===== src/rtl/vgather_seq.sv =====
module vgather_seq #(
  parameter int LANES = 8,
  parameter int EW    = 32
) (
  input  logic                      clk,
  input  logic                      rst_n,
  input  logic                      start,
  input  logic                      strided,
  input  logic [EW-1:0]             base_addr,
  input  logic [3:0]                scale,
  input  logic [EW-1:0]             disp,
  input  logic [LANES*EW-1:0]       index_vec,
  input  logic [LANES*EW-1:0]       mask_in,
  input  logic [LANES*EW-1:0]       dest_in,
  output logic                      req_valid,
  input  logic                      req_ready,
  output logic [EW-1:0]             req_addr,
  input  logic                      rsp_valid,
  input  logic [EW-1:0]             rsp_data,
  input  logic                      rsp_fault,
  output logic                      busy,
  output logic                      done,
  output logic                      done_fault,
  output logic                      done_scale_err,
  output logic [$clog2(LANES)-1:0]  fault_lane,
  output logic [LANES*EW-1:0]       mask_out,
  output logic [LANES*EW-1:0]       dest_out
);
  localparam int LW = $clog2(LANES);
  localparam int VW = LANES * EW;
  localparam logic [LW-1:0] LAST = LW'(LANES - 1);

  typedef enum logic [2:0] {S_IDLE, S_SCAN, S_REQ, S_WAIT, S_FIN} st_t;

  st_t            st;
  logic [LW-1:0]  lane;
  logic [EW-1:0]  base_q, disp_q;
  logic [3:0]     scale_q;
  logic           strided_q;
  logic [VW-1:0]  idx_q, mask_q, dst_q;
  logic           fault_q, err_q;
  logic [LW-1:0]  flane_q;

  logic [VW-1:0]  mask_norm;
  logic [EW-1:0]  lane_idx;
  logic           lane_on, scale_ok, last_lane;

  always_comb begin
    for (int i = 0; i < LANES; i++)
      mask_norm[i*EW +: EW] = {EW{mask_in[i*EW + EW - 1]}};
  end

  assign scale_ok  = (scale == 4'd1) || (scale == 4'd2) || (scale == 4'd4) || (scale == 4'd8);
  assign lane_on   = mask_q[lane*EW + EW - 1];
  assign last_lane = (lane == LAST);

  // modulo 2^EW: only the low bits of the full-width sum survive truncation
  assign lane_idx  = strided_q ? idx_q[EW-1:0] * EW'(lane) : idx_q[lane*EW +: EW];
  assign req_addr  = base_q + lane_idx * EW'(scale_q) + disp_q;

  assign req_valid      = (st == S_REQ);
  assign busy           = (st != S_IDLE);
  assign done           = (st == S_FIN);
  assign done_fault     = done && fault_q;
  assign done_scale_err = done && err_q;
  assign fault_lane     = flane_q;
  assign mask_out       = mask_q;
  assign dest_out       = dst_q;

  always_ff @(posedge clk) begin
    if (!rst_n) begin
      st        <= S_IDLE;
      lane      <= '0;
      base_q    <= '0;
      disp_q    <= '0;
      scale_q   <= '0;
      strided_q <= 1'b0;
      idx_q     <= '0;
      mask_q    <= '0;
      dst_q     <= '0;
      fault_q   <= 1'b0;
      err_q     <= 1'b0;
      flane_q   <= '0;
    end else begin
      case (st)
        S_IDLE: if (start) begin
          base_q    <= base_addr;
          disp_q    <= disp;
          scale_q   <= scale;
          strided_q <= strided;
          idx_q     <= index_vec;
          mask_q    <= mask_norm;
          dst_q     <= dest_in;
          lane      <= '0;
          fault_q   <= 1'b0;
          flane_q   <= '0;
          err_q     <= !scale_ok;
          st        <= scale_ok ? S_SCAN : S_FIN;
        end
        S_SCAN: if (lane_on) begin
          st <= S_REQ;
        end else begin
          mask_q[lane*EW +: EW] <= '0;
          if (last_lane) st <= S_FIN;
          else lane <= lane + 1'b1;
        end
        S_REQ: if (req_ready) st <= S_WAIT;
        S_WAIT: if (rsp_valid) begin
          if (rsp_fault) begin
            fault_q <= 1'b1;
            flane_q <= lane;
            st      <= S_FIN;
          end else begin
            dst_q[lane*EW +: EW]  <= rsp_data;
            mask_q[lane*EW +: EW] <= '0;
            if (last_lane) st <= S_FIN;
            else begin
              lane <= lane + 1'b1;
              st   <= S_SCAN;
            end
          end
        end
        default: st <= S_IDLE;
      endcase
    end
  end

  logic lower_clear;
  always_comb begin
    lower_clear = 1'b1;
    for (int i = 0; i < LANES; i++)
      if (LW'(i) < lane && mask_q[i*EW +: EW] != '0) lower_clear = 1'b0;
  end

  AST_REQ_HOLD: assert property (@(posedge clk) disable iff (!rst_n)
    req_valid && !req_ready |=> req_valid && $stable(req_addr));
  AST_DONE_PULSE: assert property (@(posedge clk) disable iff (!rst_n)
    done |=> !done);
  AST_RSP_IN_WAIT: assert property (@(posedge clk) disable iff (!rst_n)
    rsp_valid |-> (st == S_WAIT));
  AST_ERR_NO_REQ: assert property (@(posedge clk) disable iff (!rst_n)
    req_valid |-> !err_q);
  AST_LOWER_CLEAR: assert property (@(posedge clk) disable iff (!rst_n)
    (st == S_SCAN || st == S_REQ || st == S_WAIT) |-> lower_clear);
  AST_MASK_SHRINKS: assert property (@(posedge clk) disable iff (!rst_n)
    busy && $past(busy) |-> $countones(mask_q) <= $countones($past(mask_q)));
endmodule


===== config.mk =====
export PLATFORM = sky130hd
export DESIGN_NAME = vgather_seq
export DESIGN_NICKNAME = d
export VERILOG_FILES = /design/src/rtl/vgather_seq.sv
export SDC_FILE = /design/constraint.sdc
export NUM_CORES = 2
export LEC_CHECK = 0
export ABC_AREA = 0
export CORE_AREA = 2 2 558 560
export CTS_CLUSTER_DIAMETER = 80
export CTS_CLUSTER_SIZE = 14
export DETAILED_ROUTE_END_ITERATION = 7
export DIE_AREA = 0 0 560 562
export GPL_ROUTABILITY_DRIVEN = 0
export SKIP_LAST_GASP = 1
export SYNTH_ARGS = -nofsm -noshare
export SYNTH_HDL_FRONTEND = slang
export SYNTH_SLANG_ARGS = --single-unit

===== constraint.sdc =====
create_clock -name clk -period 15.8 [get_ports clk]
set_input_delay 1.58 -clock clk [delete_from_list [all_inputs] [get_ports clk]]
set_output_delay 1.58 -clock clk [all_outputs]
set_load 0.03 [all_outputs]

==> reports/results.ini <==
[hold_path]
hold_path_depth=2
min_to=base_q[18]
holdCritStartpoint=base_q[18]
hp-class=flop to flop

[drt]
ant_nets=0
wl_mm=213
dr.pass1.iters=6
drt_iter0_markers=2822
vias_per_cell=3.71
wl_per_cell_um=22.9
via_count=34598
remaining_drc_errors=0

[worst_setup_path]
crit_path_frequent_cell=fa_1
crit_slowest_cell=a21oi_1
critPathBufInv=5
cp_top_family=compound AO/OA/AOI/OAI gates
worstPathRequired_ns=14.22
end_kind=primary output
rrSetupSlack_ns=11.01
critPathLaunchType=flop
worstPathArrival_ns=11.19
cp_max_fo=38
cpPeakStageDelay_ns=0.94
reg2regPathDepth=11
r2r-end=dest_out[10]
crit_type=flop to primary output
crit-reg2reg-launch=lane[0]

[sta]
min_period_ns=12.77
hold_viol=0
post-route-period-util_pct=80.8
setup_viol=0
slew_headroom_pct=14.0
fin_tns_setup_ns=0
fmax_mhz=78.3
rsz0062_at_grt=no
worstMarginPinSlew_ns=1.29
final_max_slew_viol_count=0
fin_skew_ns=0.0659

[pwr]
power_density_nw_per_um2=104
ir_drop_mv=0.0806
power_leakage_uw=0.0203
power_uw=5470

[synth]
synth.net_count=5435
synth_cell_types=66
synthFlopType=dfxtp_1
yosysSeqAreaShare_pct=33.7
synth-seq-cells=600
synthCells=4346
synth_edf_count=0
synthArstFlopShare_pct=0
avgSynthCellArea_sq_um=8.21
ys.warnings.count=0
synth_area_sq_um=35700

[die]
num_rows=204
die-area_sq_um=315000
start_util_pct=11.6
die_y_um=562
ios=1427
core_region_area_sq_um=308000
die_w_um=560

[clock_network]
cts_resized=0
path_clk_slew_ns=0.07
cts_max_level=3
cts_tree=yes
cts_made_buffers=75
postCtsSetupRepairBufs=0
cts_root_buf=clkbuf_16
clk_latency_ns=0.78
clockBufferDepth=4
cts_hold_buf=0
cts.sinks=600

[grt]
grt_util_all_layers_pct=12.9
antenna_found_initial=104
gr-total-overflow=0
grt_pass1_wl_mm=282
grt_pass1_vias=33658
grt_max_degree=157

[cells_and_area]
multi_input_area_sq_um=19800
drive_above_1_share_pct=5.78
syn_to_final_growth_pct=48.0
stdcell_area_sq_um=52800
regArea_sq_um=12000
final_core_util_pct=17.1
fin_nets=6208
fillers=34998

[placement]
hpwlAfterDp_mm=168
placed_area_sq_um=50300
portBuffers=1178

[outcome]
outcome=finished clean

[flow_run]
maxCapViolations=0

[worst register-to-register path: stages (launching register included)]
cell     delay (ns)
dfxtp_4        0.72
buf_12         0.50
inv_1          0.55
ha_1           0.31
ha_1           0.35
nor2_1         0.10
and4_2         0.22
buf_4          0.56
o21a_2         0.52
buf_4          0.51
o21ai_0        0.21
a21oi_1        0.17
[power breakdown]
group	internal (uW)	total, uW	switching [uW]
Sequential	1680	1810	132
Clock	995	1800	804
Combinational	719	1860	1140
[state kept, by name, summed over array words and instances, names as in the netlist, 3 cells and up]
signal / cells
dest_out: 256
idx_q: 256
base_q: 32
disp_q: 32
mask_out: 8
scale_q: 4
fault_lane: 3
lane: 3
st: 3
[through the flow]
step | hold slack (ns) | cells | setup slack (ns)
global placement | 0.450 | 9162 | 3.84
global route | 0.483 | 9291 | 2.45
CTS | 0.466 | 9277 | 2.84
detailed placement | 0.457 | 9162 | 3.75
finish | 0.463 | 9315 | 3.03
floorplan | 0.440 | 4346 | 5.58
[layer usage]
layer  GRT usage [%]  vias up  wire length, um  part of all wire, %
met3            3.73      339            18200                  8.6
met2            21.9     1614           102000                   48
li1                -    15915                -                    -
met5               0        -              239                 0.11
met4            6.13       32            10500                  4.9
met1            14.8    16698            82200                   39
[area by class of cell]
cell class	instances	area share [%]
clock buffers	79	3.62
multi-input cells	2941	37.5
flip-flops and latches	600	22.8
clock inverters	36	0.962
diodes	38	0.180
well taps	4120	9.76
repair buffers	1252	23.4
inverters	249	1.77
[how the worst max path moves through the flow]
| stage | start | to | slack, ns | cells after the start |
|---|---|---|---|---|
| after floorplan | lane[0] | req_addr[31] | 5.58 | 35 |
| after global placement | lane[2] | req_addr[31] | 3.84 | 32 |
| after detailed placement | lane[2] | req_addr[31] | 3.75 | 32 |
| after CTS | lane[2] | req_addr[31] | 2.84 | 32 |
| after global routing | lane[2] | req_addr[31] | 2.45 | 32 |
| final | lane[2] | req_addr[31] | 3.03 | 30 |
[logic make-up (layout without fill, tap and decap cells)]
| group | count (synthesis) | after routing | synth area share [%] |
|---|---|---|---|
| and+or+nand+nor | 1423 | 1423 | 16.2 |
| AOI/OAI and AO/OA | 1169 | 1169 | 22.4 |
| buffers and inverters | 805 | 1616 | 11.1 |
| DFF | 600 | 600 | 33.7 |
| adders and majority gates | 214 | 214 | 10.6 |
| muxes | 77 | 77 | 4.48 |
| xor gates and xnor gates | 58 | 58 | 1.50 |
| other | 0 | 38 | 0 |
[placed cells by master (no fill, tap or decap), types with 22 or more instances in the layout]
cell,n
a21boi_0,335
nand2_1,1102
clkdlybuf4s50_1,1177
o22ai_1,128
buf_4,72
nor2b_1,31
o21ai_0,241
a22oi_1,37
nand2b_1,24
mux4_2,66
ha_1,67
inv_1,245
dfxtp_1,589
fa_1,147
clkbuf_16,76
diode_2,38
o211a_1,160
and2_1,45
a21oi_1,182
nor3_1,22
nor2_1,131
xnor2_1,39
[Yosys cell counts, types with 39 or more instances]
cell / n / area [sq um]
nand2_1: 1106 / 4150
dfxtp_1: 600 / 12000
a21boi_0: 336 / 2520
clkbuf_1: 259 / 972
buf_4: 248 / 1860
inv_1: 246 / 923
o21ai_0: 242 / 1210
a21oi_1: 183 / 916
o211a_1: 160 / 1600
fa_1: 147 / 2940
nor2_1: 133 / 499
o22ai_1: 128 / 801
ha_1: 67 / 838
mux4_2: 66 / 1490
and2_1: 45 / 282
xnor2_1: 39 / 342
Note: power is estimated with default switching activity, not from simulation.
